===== config.mk =====
export PLATFORM = sky130hd
export DESIGN_NAME = zstack_exec_unit
export DESIGN_NICKNAME = d
export VERILOG_FILES = /design/src/rtl/zs_pkg.sv /design/src/rtl/zs_data_mem.sv /design/src/rtl/zs_operand_stack.sv /design/src/rtl/zs_sequencer.sv /design/src/rtl/zstack_exec_unit.sv
export SDC_FILE = /design/constraint.sdc
export NUM_CORES = 1
export LEC_CHECK = 0
export BUFFER_PORTS_ARGS = -buffer_cell sky130_fd_sc_hd__buf_2
export CORE_MARGIN = 3
export CORE_UTILIZATION = 65
export DETAILED_ROUTE_END_ITERATION = 16
export PLACE_DENSITY = 0.8
export SYNTH_ARGS = -nofsm -noshare
export SYNTH_HDL_FRONTEND = slang
export SYNTH_SLANG_ARGS = --single-unit

===== constraint.sdc =====
create_clock -name clk -period 15.35 [get_ports clk]
set_clock_uncertainty 0.15 [all_clocks]
set_input_delay 1.535 -clock clk [delete_from_list [all_inputs] [get_ports clk]]
set_output_delay 1.535 -clock clk [all_outputs]
set_load 0.005 [all_outputs]

===== src/rtl/zs_pkg.sv =====
package zs_pkg;

    localparam logic [2:0] OPC_LOAD  = 3'd0;
    localparam logic [2:0] OPC_STORE = 3'd1;
    localparam logic [2:0] OPC_ADD   = 3'd2;
    localparam logic [2:0] OPC_SUB   = 3'd3;
    localparam logic [2:0] OPC_MUL   = 3'd4;

    typedef enum logic [1:0] {
        SC_HOLD = 2'd0,
        SC_PUSH = 2'd1,
        SC_POP  = 2'd2,
        SC_FOLD = 2'd3
    } stack_cmd_e;

    typedef enum logic {
        ST_IDLE = 1'b0,
        ST_EXEC = 1'b1
    } seq_state_e;

    typedef struct packed {
        logic underflow;
        logic overflow;
    } err_flags_t;

    function automatic logic is_arith(input logic [2:0] opc);
        return (opc == OPC_ADD) || (opc == OPC_SUB) || (opc == OPC_MUL);
    endfunction

    // The operands arrive zero-extended; the caller keeps the low bits, which are
    // correct modulo 2^width for sum, difference and product alike.
    function automatic logic [31:0] alu_calc(input logic [2:0] opc,
                                             input logic [31:0] lhs,
                                             input logic [31:0] rhs);
        logic [31:0] res;
        case (opc)
            OPC_ADD: res = lhs + rhs;
            OPC_SUB: res = lhs - rhs;
            OPC_MUL: res = lhs * rhs;
            default: res = lhs;
        endcase
        return res;
    endfunction

endpackage


===== src/rtl/zs_data_mem.sv =====
module zs_data_mem #(
    parameter int DATA_W = 8,
    parameter int WORDS  = 16,
    localparam int ADDR_W = $clog2(WORDS)
) (
    input  logic              clk,
    input  logic [ADDR_W-1:0] rd_addr,
    output logic [DATA_W-1:0] rd_data,
    input  logic              wr_en,
    input  logic [ADDR_W-1:0] wr_addr,
    input  logic [DATA_W-1:0] wr_data
);

    logic [DATA_W-1:0] word_q [WORDS];

    always_ff @(posedge clk) begin
        if (wr_en) begin
            word_q[wr_addr] <= wr_data;
        end
    end

    assign rd_data = word_q[rd_addr];

endmodule


===== src/rtl/zs_operand_stack.sv =====
module zs_operand_stack
    import zs_pkg::*;
#(
    parameter int DATA_W = 8,
    parameter int DEPTH  = 8,
    localparam int CNT_W = $clog2(DEPTH + 1),
    localparam int IDX_W = (DEPTH > 1) ? $clog2(DEPTH) : 1
) (
    input  logic              clk,
    input  logic              rst,
    input  stack_cmd_e        cmd,
    input  logic [DATA_W-1:0] wr_data,
    output logic [DATA_W-1:0] top,
    output logic [DATA_W-1:0] second,
    output logic [CNT_W-1:0]  count,
    output logic              empty,
    output logic              full
);

    logic [DATA_W-1:0] slot_q [DEPTH];
    logic [CNT_W-1:0]  count_q;
    logic [DEPTH-1:0]  slot_we;
    logic [IDX_W-1:0]  top_idx;
    logic [IDX_W-1:0]  sec_idx;

    assign empty = (count_q == '0);
    assign full  = (count_q == CNT_W'(DEPTH));

    // A push lands in the slot just above the top; a fold overwrites the slot below it.
    for (genvar g = 0; g < DEPTH; g++) begin : g_slot_we
        assign slot_we[g] = ((cmd == SC_PUSH) && !full && (count_q == CNT_W'(g)))
                          || ((cmd == SC_FOLD) && (count_q == CNT_W'(g + 2)));
    end

    always_ff @(posedge clk) begin
        for (int g = 0; g < DEPTH; g++) begin
            if (slot_we[g]) begin
                slot_q[g] <= wr_data;
            end
        end
    end

    always_ff @(posedge clk) begin
        if (rst) begin
            count_q <= '0;
        end else begin
            case (cmd)
                SC_PUSH: if (!full)                    count_q <= count_q + 1'b1;
                SC_POP:  if (!empty)                   count_q <= count_q - 1'b1;
                SC_FOLD: if (count_q >= CNT_W'(2))     count_q <= count_q - 1'b1;
                default: ;
            endcase
        end
    end

    assign top_idx = IDX_W'(count_q - CNT_W'(1));
    assign sec_idx = IDX_W'(count_q - CNT_W'(2));
    assign top     = empty ? '0 : slot_q[top_idx];
    assign second  = (count_q < CNT_W'(2)) ? '0 : slot_q[sec_idx];
    assign count   = count_q;

    AST_COUNT_BOUND: assert property (@(posedge clk) disable iff (rst)
        count_q <= CNT_W'(DEPTH));

    AST_PUSH_STEP: assert property (@(posedge clk) disable iff (rst)
        (cmd == SC_PUSH && !full) |=> (count_q == $past(count_q) + 1'b1));

    AST_FOLD_STEP: assert property (@(posedge clk) disable iff (rst)
        (cmd == SC_FOLD && count_q >= CNT_W'(2)) |=> (count_q == $past(count_q) - 1'b1));

endmodule


===== src/rtl/zs_sequencer.sv =====
module zs_sequencer
    import zs_pkg::*;
#(
    parameter int DATA_W = 8,
    parameter int ADDR_W = 4,
    parameter int CNT_W  = 4
) (
    input  logic              clk,
    input  logic              rst,
    input  logic              instr_valid,
    output logic              instr_ready,
    input  logic [2:0]        instr_op,
    input  logic [ADDR_W-1:0] instr_addr,
    input  logic [DATA_W-1:0] stk_top,
    input  logic [DATA_W-1:0] stk_second,
    input  logic [CNT_W-1:0]  stk_count,
    input  logic              stk_empty,
    input  logic              stk_full,
    output stack_cmd_e        stk_cmd,
    output logic [DATA_W-1:0] stk_wr_data,
    output logic [ADDR_W-1:0] mem_addr,
    input  logic [DATA_W-1:0] mem_rd_data,
    output logic              mem_we,
    output logic [DATA_W-1:0] mem_wr_data,
    output err_flags_t        err
);

    seq_state_e        state_q;
    logic [2:0]        op_q;
    logic [ADDR_W-1:0] addr_q;
    err_flags_t        err_q;
    logic              ufl_set;
    logic              ovf_set;
    logic [DATA_W-1:0] alu_res;

    assign instr_ready = (state_q == ST_IDLE);

    always_ff @(posedge clk) begin
        if (rst) begin
            state_q <= ST_IDLE;
            op_q    <= '0;
            addr_q  <= '0;
        end else if (state_q == ST_IDLE) begin
            if (instr_valid) begin
                state_q <= ST_EXEC;
                op_q    <= instr_op;
                addr_q  <= instr_addr;
            end
        end else begin
            state_q <= ST_IDLE;
        end
    end

    assign alu_res = DATA_W'(alu_calc(op_q, 32'(stk_second), 32'(stk_top)));

    always_comb begin
        stk_cmd     = SC_HOLD;
        stk_wr_data = '0;
        mem_we      = 1'b0;
        mem_wr_data = stk_top;
        ufl_set     = 1'b0;
        ovf_set     = 1'b0;
        if (state_q == ST_EXEC) begin
            if (op_q == OPC_LOAD) begin
                if (stk_full) begin
                    ovf_set = 1'b1;
                end else begin
                    stk_cmd     = SC_PUSH;
                    stk_wr_data = mem_rd_data;
                end
            end else if (op_q == OPC_STORE) begin
                if (stk_empty) begin
                    ufl_set = 1'b1;
                end else begin
                    stk_cmd = SC_POP;
                    mem_we  = 1'b1;
                end
            end else if (is_arith(op_q)) begin
                if (stk_count < CNT_W'(2)) begin
                    ufl_set = 1'b1;
                end else begin
                    stk_cmd     = SC_FOLD;
                    stk_wr_data = alu_res;
                end
            end
        end
    end

    assign mem_addr = addr_q;

    always_ff @(posedge clk) begin
        if (rst) begin
            err_q <= '0;
        end else begin
            if (ufl_set) err_q.underflow <= 1'b1;
            if (ovf_set) err_q.overflow  <= 1'b1;
        end
    end

    assign err = err_q;

    AST_READY_GAP: assert property (@(posedge clk) disable iff (rst)
        (instr_valid && instr_ready) |=> !instr_ready);

    AST_READY_BACK: assert property (@(posedge clk) disable iff (rst)
        !instr_ready |=> instr_ready);

    AST_UFL_STICKY: assert property (@(posedge clk) disable iff (rst)
        err_q.underflow |=> err_q.underflow);

    AST_OVF_STICKY: assert property (@(posedge clk) disable iff (rst)
        err_q.overflow |=> err_q.overflow);

endmodule


===== src/rtl/zstack_exec_unit.sv =====
module zstack_exec_unit
    import zs_pkg::*;
#(
    parameter int DATA_W      = 8,
    parameter int STACK_DEPTH = 8,
    parameter int MEM_WORDS   = 16
) (
    input  logic                               clk,
    input  logic                               rst,
    input  logic                               instr_valid,
    output logic                               instr_ready,
    input  logic [2:0]                         instr_op,
    input  logic [$clog2(MEM_WORDS)-1:0]       instr_addr,
    input  logic                               pre_we,
    input  logic [$clog2(MEM_WORDS)-1:0]       pre_addr,
    input  logic [DATA_W-1:0]                  pre_data,
    output logic [DATA_W-1:0]                  tos_data,
    output logic [$clog2(STACK_DEPTH+1)-1:0]   stack_count,
    output logic                               stack_empty,
    output logic                               stack_full,
    output logic                               err_underflow,
    output logic                               err_overflow
);

    localparam int ADDR_W = $clog2(MEM_WORDS);
    localparam int CNT_W  = $clog2(STACK_DEPTH + 1);

    stack_cmd_e        stk_cmd;
    logic [DATA_W-1:0] stk_wr_data;
    logic [DATA_W-1:0] stk_top;
    logic [DATA_W-1:0] stk_second;
    logic [CNT_W-1:0]  stk_count;
    logic              stk_empty;
    logic              stk_full;
    logic [ADDR_W-1:0] seq_addr;
    logic              seq_we;
    logic [DATA_W-1:0] seq_wr_data;
    logic [DATA_W-1:0] mem_rd_data;
    logic              mem_we;
    logic [ADDR_W-1:0] mem_wr_addr;
    logic [DATA_W-1:0] mem_wr_data;
    err_flags_t        err;

    zs_sequencer #(
        .DATA_W (DATA_W),
        .ADDR_W (ADDR_W),
        .CNT_W  (CNT_W)
    ) u_seq (
        .clk         (clk),
        .rst         (rst),
        .instr_valid (instr_valid),
        .instr_ready (instr_ready),
        .instr_op    (instr_op),
        .instr_addr  (instr_addr),
        .stk_top     (stk_top),
        .stk_second  (stk_second),
        .stk_count   (stk_count),
        .stk_empty   (stk_empty),
        .stk_full    (stk_full),
        .stk_cmd     (stk_cmd),
        .stk_wr_data (stk_wr_data),
        .mem_addr    (seq_addr),
        .mem_rd_data (mem_rd_data),
        .mem_we      (seq_we),
        .mem_wr_data (seq_wr_data),
        .err         (err)
    );

    zs_operand_stack #(
        .DATA_W (DATA_W),
        .DEPTH  (STACK_DEPTH)
    ) u_stack (
        .clk     (clk),
        .rst     (rst),
        .cmd     (stk_cmd),
        .wr_data (stk_wr_data),
        .top     (stk_top),
        .second  (stk_second),
        .count   (stk_count),
        .empty   (stk_empty),
        .full    (stk_full)
    );

    // A store from the executing instruction wins over a preload in the same cycle.
    assign mem_we      = seq_we | pre_we;
    assign mem_wr_addr = seq_we ? seq_addr    : pre_addr;
    assign mem_wr_data = seq_we ? seq_wr_data : pre_data;

    zs_data_mem #(
        .DATA_W (DATA_W),
        .WORDS  (MEM_WORDS)
    ) u_mem (
        .clk     (clk),
        .rd_addr (seq_addr),
        .rd_data (mem_rd_data),
        .wr_en   (mem_we),
        .wr_addr (mem_wr_addr),
        .wr_data (mem_wr_data)
    );

    assign tos_data      = stk_top;
    assign stack_count   = stk_count;
    assign stack_empty   = stk_empty;
    assign stack_full    = stk_full;
    assign err_underflow = err.underflow;
    assign err_overflow  = err.overflow;

    AST_UFL_FREEZE: assert property (@(posedge clk) disable iff (rst)
        $rose(err_underflow) |-> $stable(stack_count));

    AST_OVF_FREEZE: assert property (@(posedge clk) disable iff (rst)
        $rose(err_overflow) |-> $stable(stack_count));

    AST_EMPTY_TOS: assert property (@(posedge clk) disable iff (rst)
        stack_empty |-> (tos_data == '0));

endmodule


* Word-level counts from Yosys, hierarchy flattened
Memory sizes are Yosys's and may differ from the RTL's. A register that Yosys moved wholly into a read port is not among the register bits.
Cells that the tools add are included.
** Cells by class
- $add $sub $neg :: 5
- Multipliers :: 1
- $lt $le $gt $ge :: 2
- Eq/ne operators :: 19
- Multiplexer cells :: 77
- Bitwise gates (word level) :: 2
- Reductions and logical operators :: 41
** Operators by type and width (number)
- 8-bit 2-to-1 mux :: 16
- 8-bit OR reduction :: 7
- 1-bit 2-to-1 mux :: 40
- 4-bit 2-to-1 mux :: 6
- 8-bit case mux with 3 select lines :: 1
- 3-bit 2-to-1 mux :: 7
- 1-bit logical AND :: 17
- 4-bit by 3-bit equality test with 1-bit output (second input constant) :: 4
- 2-bit 2-to-1 mux :: 6
- 4-bit case mux with 3 select lines :: 1
- 1-bit logical OR :: 10
- 8-bit adder :: 1
- 4-bit by 2-bit equality test with 1-bit output (second input constant) :: 2
- 4-bit equality test (second input constant) :: 2
- 8-bit by 8-bit multiplier with 8-bit output :: 1
- 8-bit subtractor :: 1
- 3-bit by 2-bit equality test with 1-bit output (second input constant) :: 2
- 2-bit inequality test (second input constant) :: 3
- 4-bit by 1-bit adder with 4-bit output (second input constant) :: 1
- 2-bit equality test (second input constant) :: 2
- 4-bit by 1-bit equality test with 1-bit output (second input constant) :: 1
- 4-bit by 2-bit greater-or-equal comparator with 1-bit output (second input constant) :: 1
- 4-bit logical NOT :: 1
- 4-bit by 2-bit < comparator with 1-bit output (second input constant) :: 1
- 13 further kinds :: 13
** Storage, ports and cells
- Register bits :: 14
- Bits in writable memories :: 192
- Memories :: 2
** Memories
- u_mem.word_q :: words 16, width 8, read ports 1, clocked after Yosys merged registers in 1, write ports 1, line zs_data_mem.sv:14 : logic [DATA_W-1:0] word_q [WORDS];
- u_stack.slot_q :: words 8, width 8, read ports 2, clocked after Yosys merged registers in 0, write ports 1, line zs_operand_stack.sv:20 : logic [DATA_W-1:0] slot_q [DEPTH];

* Logic depth before layout (Yosys ltp)
Gate-level depths: netlist (run 1).
- Depth after elaboration :: 21
- Gate-level depth with buffers :: 27
- Gate-level depth less buffers :: 24

* Modules after synthesis
From an unflattened synthesis (run 1), not the netlist that was laid out.
** Second synthesis, totals
- Cells, all modules :: 719
- Area total of the unflattened synthesis :: 10772.8 µm²
** By module, submodules not included
- zs_data_mem :: instances 1, cells each 221, area each 4987.3 µm², sequential area each 3843.7 µm²
- zs_operand_stack :: instances 1, cells each 221, area each 3502.1 µm², sequential area each 2001.9 µm²
- zs_sequencer :: instances 1, cells each 263, area each 2097.0 µm², sequential area each 200.2 µm²
- zstack_exec_unit :: instances 1, cells each 14, area each 186.4 µm², sequential area each 0.0 µm²

* Least setup slack after synthesis (run 1)
OpenSTA, ideal clock, no wires.
- Kind :: register to register
- Start point :: register u_stack.count_q[1], in the netlist u_stack.count[1]
- End point :: memory u_stack.slot_q[0][7], data pin
- Library setup time :: 0.237 ns
- Data arrival time :: 6.177 ns
- Slack :: 8.786 ns
- Stages on the path, launching flop included :: 25
- Buffers on the path :: 4
- Path through :: dfxtp_1 buf_2 buf_1 inv_1 ha_1 clkbuf_1 buf_2 mux4_2 a22oi_2 nor2_1 fa_1 fa_1 ha_1 inv_1 fa_1 inv_1 ha_1 a21o_1 a21oi_1 xnor2_1 xnor2_1 xnor3_1 xnor2_1 nand3_1 a31oi_1
** On the way
- Elaborated cells between the ends (all ways) :: 79
- Those cells by class :: add/sub (4); mul (1); order compare (1); eq/ne (10); mux (35); reduce/logical (27); memory (1)
** RTL lines
- start, declared :: line zs_operand_stack.sv:21 : logic [CNT_W-1:0] count_q;
- start signal, assigned :: line zs_operand_stack.sv:48 : SC_PUSH: if (!full) count_q <= count_q + 1'b1;
- start signal, assigned :: line zs_operand_stack.sv:49 : SC_POP: if (!empty) count_q <= count_q - 1'b1;
- start signal, assigned :: line zs_operand_stack.sv:50 : SC_FOLD: if (count_q >= CNT_W'(2)) count_q <= count_q - 1'b1;
- 4-bit by 1-bit subtractor with 4-bit output or 3-bit by 2-bit subtractor with 3-bit output (tied branches)
- memory read 8 x 8 bit
- 8-bit 2-to-1 mux (on tied branches) :: line zs_operand_stack.sv:58, zs_operand_stack.sv:59
- 8-bit by 8-bit multiplier with 8-bit output (tied with other cells) :: line zs_pkg.sv:39 : OPC_MUL: res = lhs * rhs;
- 8-bit case mux with 3 select lines :: line zs_pkg.sv:36 : case (opc)
- 8-bit 2-to-1 mux :: line zs_sequencer.sv:79 : if (stk_count < CNT_W'(2)) begin
- 8-bit 2-to-1 mux :: line zs_sequencer.sv:78 : end else if (is_arith(op_q)) begin
- 8-bit 2-to-1 mux :: line zs_sequencer.sv:71 : end else if (op_q == OPC_STORE) begin
- 8-bit 2-to-1 mux (*) :: line zs_sequencer.sv:64 : if (op_q == OPC_LOAD) begin
- 8-bit 2-to-1 mux (*) :: line zs_sequencer.sv:63 : if (state_q == ST_EXEC) begin
- via stk_wr_data[7] :: line zstack_exec_unit.sv:29 : logic [DATA_W-1:0] stk_wr_data;
- 8-bit 2-to-1 mux (no line) (6 in a row)
- 8-bit 2-to-1 mux (no line) (*)
- end, declared :: line zs_operand_stack.sv:20
Mark *: on every way through the listed nets, which the timed path passes. The rest lies on a longest branch.

* Final worst setup path (run 1)
- Start point :: register u_stack.count_q[1], in the netlist u_stack.count[1]
- End point :: memory u_stack.slot_q[3][7], data pin
The elaborated chain is that of the path after synthesis.

==> results.md, run 1 <==
- Status: complete, no violations
- H-tree levels: 1
- RSZ-0062 raised after global routing: no
- Most frequent cells in the layout: edfxtp_1, nor2_1, mux4_2
- Die ar.: 17740 um^2
- Final Cycle Share: 49.98%
- Routed wire length per instance: 25.90 um
- Drt pass-1 iters: 5
- Core Area: 15540 um^2
- Worst-Skew Late Latency: 0.50 ns
- Crit-path max FO: 23
- Grt total ovfl: 0
- Setup TNS: 0 ns
- Relative slew margins: 12.09%
- Worst setup startpoint: u_stack.count[1]$_SDFFE_PP0P_
- CTS Buf Count: 21
- Min-delay worst type: reg2reg
- CP Data Arrival Time: 7.74 ns
- Synth warn: 0
- Chip Width: 133.2 um
- Post-DP HPWL: 16.35 mm
- Post-Syn Area: 10510 um^2
- Yosys cell types: 50
- Area delta synth->final: 9.544%
- Resize count post-CTS: 0
- DR top layer: met4
- Max-Cap Viols: 0
- CTS root buf: clkbuf_16
- Mapped Nets: 758
- Minimum clock period after layout: 7.673 ns
- CP endpoint kind: flip-flop
- Max Buffers Root-to-Sink: 3
- Via-to-Cell Ratio: 6.720
- Max-slew violation count: 0
- M1 WL: 9.516 mm
- Yosys top cell by area: edfxtp_1
- Final nets: 795
- Initial core utilization: 67.66%
- Layout cells sized above 1: 23.18%
- # IOs: 40
- Sink Count: 210
- Post-synthesis sequential area ratio: 58.26%
- Avg Inst Size Synth: 15.24 um^2
- DRC: 0
- Core Rows: 45
- Dpl cells: 914
- Met2 wire length: 11.57 mm
- Ranking of synthesized cells by area: edfxtp_1, mux4_2, ha_1
- Kind of critical path: reg2reg
- Final ANT Viol Nets: 0
- HP Start: u_seq.err[0]$_SDFFE_PP0P_
- Post-synth top area share: 54.84%
- Routed wire length: 24.69 mm
- Power per Cell Area: 115.9 nW/um^2
- Gpl congestion: 0.8848
- Peak supply drop: 0.1279 mV
- Worst r2r src: u_stack.count[1]$_SDFFE_PP0P_
- Post-CTS setup buffers: 0
- DP Area: 10870 um^2
- Antenna violations before repair: 0
- Synth Register Bits: 210
- Commonest non-fill, non-tap cell in the layout: edfxtp_1
- Vias: 6404
- DR iter-0 viols: 854
- Hold Fails Final Rpt: 0
- Port Buffers: 39
- Die Y: 133.2 um
- Design area: 11520 um^2
- CP Launch Type: flip-flop
- Setup Viol. Count Final: 0
- Metal3 WL: 2.969 mm
- CTS tree: built
- Reg clk slew, reported paths: 0.06 ns
- CP Data Required Time: 15.41 ns
- Gr usage total: 28.67%
- Cells after synthesis: 690
- Hold-fix buffers at CTS: 0
- Finished Layout Cells: 953
- Number of global-route vias before repair: 6559
- First-pass GRT wire length: 38.36 mm
- Leak: 0.004054 uW
- Largest net degree at the start of global routing: 38
- Max Fclk: 0.1303 GHz
- Diodes inserted: 0
- Slew @ Worst Pin: 1.319 ns
## final cells by class
cell class | instances | area (um^2)
inverters | 45 | 171.4
clock inverters | 4 | 30.03
flip-flops and latches | 210 | 6130
multi-input cells | 399 | 4041
repair buffers | 50 | 275.3
clock buffers | 34 | 605.6
fillers | 945 | 4023
well taps | 211 | 264.0
## path summary, 6_finish.rpt
kind	end	slack, ns	cells after the start
min	u_seq.err[0]$_SDFFE_PP0P_	0.33	2
max	u_stack.slot_q[3][7]$_DFFE_PP_	7.68	20
max reg2reg	u_stack.slot_q[3][7]$_DFFE_PP_	7.68	20
min reg2reg	u_seq.err[0]$_SDFFE_PP0P_	0.33	2
## where the power goes
| part | internal, uW | switching, uW | leakage (uW) |
|---|---|---|---|
| combinational | 92.0 | 124 | 0.00184 |
| clock | 272 | 203 | 0.000310 |
| sequential | 634 | 9.45 | 0.00190 |
| total | 998 | 337 | 0.00405 |
## cell families after synthesis
group	after synthesis	share of synthesized area (%)
AND/OR/NAND/NOR	158	6.986
flip-flops	210	58.26
AO/OA/AOI/OAI	79	5.153
multiplexers	84	16.78
adder cells (fa/ha/maj)	45	6.283
XOR/XNOR	33	3.058
buffers and inverters	81	3.475
## flip-flops by register name, summed over array words and instances (netlist names), named ones only
| signal | cells |
|---|---|
| u_mem.word_q | 128 |
| u_seq.err | 2 |
| u_seq.mem_addr | 4 |
| u_seq.op_q | 3 |
| u_seq.state_q | 1 |
| u_stack.count | 4 |
| u_stack.slot_q | 64 |
## metrics by stage
stage	utilization (%)	power (uW)	setup slack, ns	hold WS [ns]
5_1_grt	74.11	1373	7.130	0.3719
3_3_place_gp	69.97	857.5	8.034	0.3036
4_1_cts	74.06	1335	7.716	0.3375
3_5_place_dp	69.97	865.1	7.783	0.3131
6_report	74.11	1335	7.677	0.3325
2_1_floorplan	-	811.5	8.786	0.3104
## synthesized netlist by cell type (all sizes together)
cell type and n:
nand3 8, mux2i 9, dfxtp 18, nor4b 1
or2 2, a31oi 17, a22oi 18, nor3 10
xnor3 1, nor4 7, nor3b 3, buf 18
nor2 92, o21ai 6, or3 2, xor2 6
nand2 22, a221oi 1, a21boi 1, mux4 72
mux2 3, edfxtp 192, nor2b 7, a211oi 1
xnor2 26, a41oi 2, fa 13, ha 32
and2 3, clkbuf 18, a21oi 25, inv 45
a21o 8, nor4bb 1
## metal layers
layer / up-vias / track usage (%)
li1: 2714 / -
met1: 3211 / 42.00
met2: 425 / 43.54
met3: 54 / 6.986
met4: 0 / 9.143
met5: - / 0
## worst max-delay path: stages, from the launching register on
cell and delay, ns:
dfxtp_1 1.04, inv_1 0.30, ha_1 0.97, mux4_2 0.42, mux2_2 0.28, nand2_1 0.37
nor2_1 0.14, fa_1 0.49, ha_1 0.28, inv_1 0.05, fa_1 0.53, inv_1 0.07
fa_1 0.45, a21o_1 0.19, a21oi_1 0.16, xnor2_1 0.16, xnor2_1 0.14, xnor3_1 0.42
xnor2_1 0.17, nand3_1 0.10, a31oi_1 0.50
Power figures use the tool's default switching activity.
==> run 2: changes to the inputs <==
--- a/config.mk
+++ b/config.mk
@@ -5,11 +5,12 @@
 export SDC_FILE = /design/constraint.sdc
 export NUM_CORES = 1
 export LEC_CHECK = 0
+export ABC_AREA = 1
 export BUFFER_PORTS_ARGS = -buffer_cell sky130_fd_sc_hd__buf_2
 export CORE_MARGIN = 3
-export CORE_UTILIZATION = 65
+export CORE_UTILIZATION = 57
 export DETAILED_ROUTE_END_ITERATION = 16
-export PLACE_DENSITY = 0.8
+export PLACE_DENSITY = 0.74
 export SYNTH_ARGS = -nofsm -noshare
 export SYNTH_HDL_FRONTEND = slang
 export SYNTH_SLANG_ARGS = --single-unit
==> constraint.sdc (replaced) <==
create_clock -name clk -period 6.7 [get_ports clk]
set_clock_uncertainty 0.15 [all_clocks]
set_input_delay 0.67 -clock clk [delete_from_list [all_inputs] [get_ports clk]]
set_output_delay 0.67 -clock clk [all_outputs]
set_load 0.005 [all_outputs]
==> run 2 against run 1 <==
Against the previous run:
- sequential power grew 130%
- worst setup slack lost 7.0 ns
- clock power grew 140%
- first-iteration DRC count grew 8.8%
- synthesized area grew 6.7%
- wire length grew 11%
- die area grew 21%
- highest routed layer unchanged
- worst hold slack lost 0.095 ns
- flip-flop and latch count is the same
- combinational power grew to 3.5 times the previous value
- fmax grew 27%
==> results.md, run 2 <==
- Kind of critical path: reg2reg
- Worst-Skew Late Latency: 0.52 ns
- CTS Buf Count: 23
- Routing usage on met3: 3.755%
- Gr usage total: 25.52%
- Met2 GRT Util: 43.04%
- Die Y: 146.3 um
- Area delta synth->final: 9.035%
- Hold-fix buffers at CTS: 0
- Final Cycle Share: 90.20%
- Max Buffers Root-to-Sink: 3
- Avg Inst Size Synth: 9.980 um^2
- Core Rows: 50
- RSZ-0062 raised after global routing: no
- Max-Cap Viols: 0
- Setup TNS: 0 ns
- Synth warn: 0
- Routed wire length: 27.36 mm
- Cells after synthesis: 1124
- CP Data Required Time: 6.78 ns
- CTS tree: built
- Largest registers: u_mem.word_q (128), u_stack.slot_q (64)
- Diodes inserted: 0
- Port Buffers: 39
- CP Data Arrival Time: 6.12 ns
- Post-synth EDFFs: 192
- # IOs: 40
- Drt pass-1 iters: 6
- Chip Width: 146.3 um
- Via-to-Cell Ratio: 5.814
- Post-synth top area share: 51.40%
- Final nets: 1224
- Synth Register Bits: 210
- Commonest non-fill, non-tap cell in the layout: edfxtp_1
- CP Launch Type: flip-flop
- Most frequent cell after synthesis: edfxtp_1
- CTS root buf: clkbuf_16
- Crit-path max FO: 13
- First-pass GRT wire length: 43.11 mm
- DR iter-0 viols: 929
- Most frequent cells in the layout: edfxtp_1, nand2_1, nor2_1
- Hold Fails Final Rpt: 0
- Final ANT Viol Nets: 0
- Max reg flops: 128
- Die ar.: 21400 um^2
- Core Area: 19020 um^2
- Slew @ Worst Pin: 1.458 ns
- Grt peak-use layer: met2
- Antenna violations before repair: 0
- Layout cells sized above 1: 12.74%
- Post-synthesis sequential area ratio: 54.61%
- Fillers: 1536
- Dpl cells: 1391
- Min-delay worst type: in2reg
- Max Fclk: 0.1655 GHz
- Sink Count: 210
- Routed wire length per instance: 19.13 um
- CP endpoint kind: flip-flop
- Status: complete, no violations
- H-tree levels: 1
- Largest net degree at the start of global routing: 90
- Max-slew violation count: 0
- Resize count post-CTS: 0
- Yosys top cell by area: edfxtp_1
- Setup Viol. Count Final: 0
- Post-CTS setup buffers: 0
- DRC: 0
- Ranking of synthesized cells by area: edfxtp_1, nand2_1, nor2_1
- Reg clk slew, reported paths: 0.06 ns
- Leak: 0.004773 uW
- Grt total ovfl: 0
- GR met1 Demand/Resource: 33.75%
- Ys async rst share: 0%
- Largest reg by FF count: u_mem.word_q
- Relative slew margins: 2.833%
- Vias: 8314
- Minimum clock period after layout: 6.044 ns
- Post-Syn Area: 11220 um^2
- Finished Layout Cells: 1430
- Gpl congestion: 0.9292
- Number of global-route vias before repair: 7944
- Most used DFF post-synth: edfxtp_1
- Mapped Nets: 1192
- Post-DP HPWL: 18.48 mm
- Yosys cell types: 48
- Power per Cell Area: 272.8 nW/um^2
- Peak supply drop: 0.2384 mV
- Synth top cells by count: edfxtp_1, nand2_1, nor2_1, inv_1, nand3_1
- Initial core utilization: 58.98%
## run 2: cell count changes after synthesis, sizes merged, moves of 50 or more
cell   change
nand2    +164
inv       +90
nand3     +87
o21ai     +86
mux4      -72
nor2      +50
## run 2: layout make-up
cell class	instances	area, um^2	area share (%)
multi-input cells	727	4268	34.90
flip-flops and latches	210	6130	50.12
clock buffers	27	590.6	4.829
well taps	260	325.3	2.660
repair buffers	57	330.3	2.701
inverters	137	515.5	4.215
clock inverters	12	71.32	0.5831
## run 2: path summary, 6_finish.rpt
kind	start	end	slack, ns	cells past startpoint
hold / removal	rst	u_seq.err[1]$_SDFFE_PP0P_	0.24	2
hold reg to reg	u_seq.err[1]$_SDFFE_PP0P_	u_seq.err[1]$_SDFFE_PP0P_	0.34	2
setup reg to reg	u_stack.count[2]$_SDFFE_PP0P_	u_stack.slot_q[3][6]$_DFFE_PP_	0.66	18
setup / recovery	u_stack.count[2]$_SDFFE_PP0P_	u_stack.slot_q[3][6]$_DFFE_PP_	0.66	18
## run 2: per-layer routing
metal	part of all wire (%)	routed length (um)
met1	40	10890
met2	48	13170
met3	7.9	2173
met4	4.1	1126
met5	0	0
## run 2: report_power, final
group / internal [uW] / total, uW / switching [uW]
Clock: 629 / 1120 / 489
Sequential: 1460 / 1470 / 11.7
Combinational: 239 / 751 / 512
Total: 2320 / 3340 / 1010
## run 2: per-stage QoR
step	hold WS, ns	area [um^2]	power, uW	setup WS, ns	utilization (%)
4_1_cts	0.2200	12230	3347	0.7497	64.31
2_1_floorplan	0.3104	11220	2044	1.316	-
6_report	0.2377	12230	3337	0.6563	64.31
3_5_place_dp	0.3249	11570	2234	0.7714	60.83
5_1_grt	0.2385	12230	3483	0.3671	64.31
3_3_place_gp	0.3218	11570	2221	0.8134	60.83
## run 2: cell families after synthesis
group           count (synthesis)  share of synthesized area, %
compound gates                204                         11.08
xor+xnor                       13                         1.082
fa+ha+maj                      45                         5.890
buf+inv                       187                         7.339
flops                         210                         54.61
mux                            25                         2.231
simple gates                  440                         17.77
## run 2: critical path, cell delays in order (launching register included)
cell and delay [ns]:
dfxtp_1 0.67, inv_2 0.13, ha_1 0.66, inv_1 0.27
nand3_1 0.16, nand3_2 0.19, clkinv_2 0.14, nand2_1 0.08
fa_1 0.38, fa_1 0.49, inv_1 0.05, fa_1 0.52
inv_1 0.05, fa_1 0.47, inv_1 0.04, ha_1 0.31
xor2_1 0.18, or2_2 0.27, a31oi_1 0.53
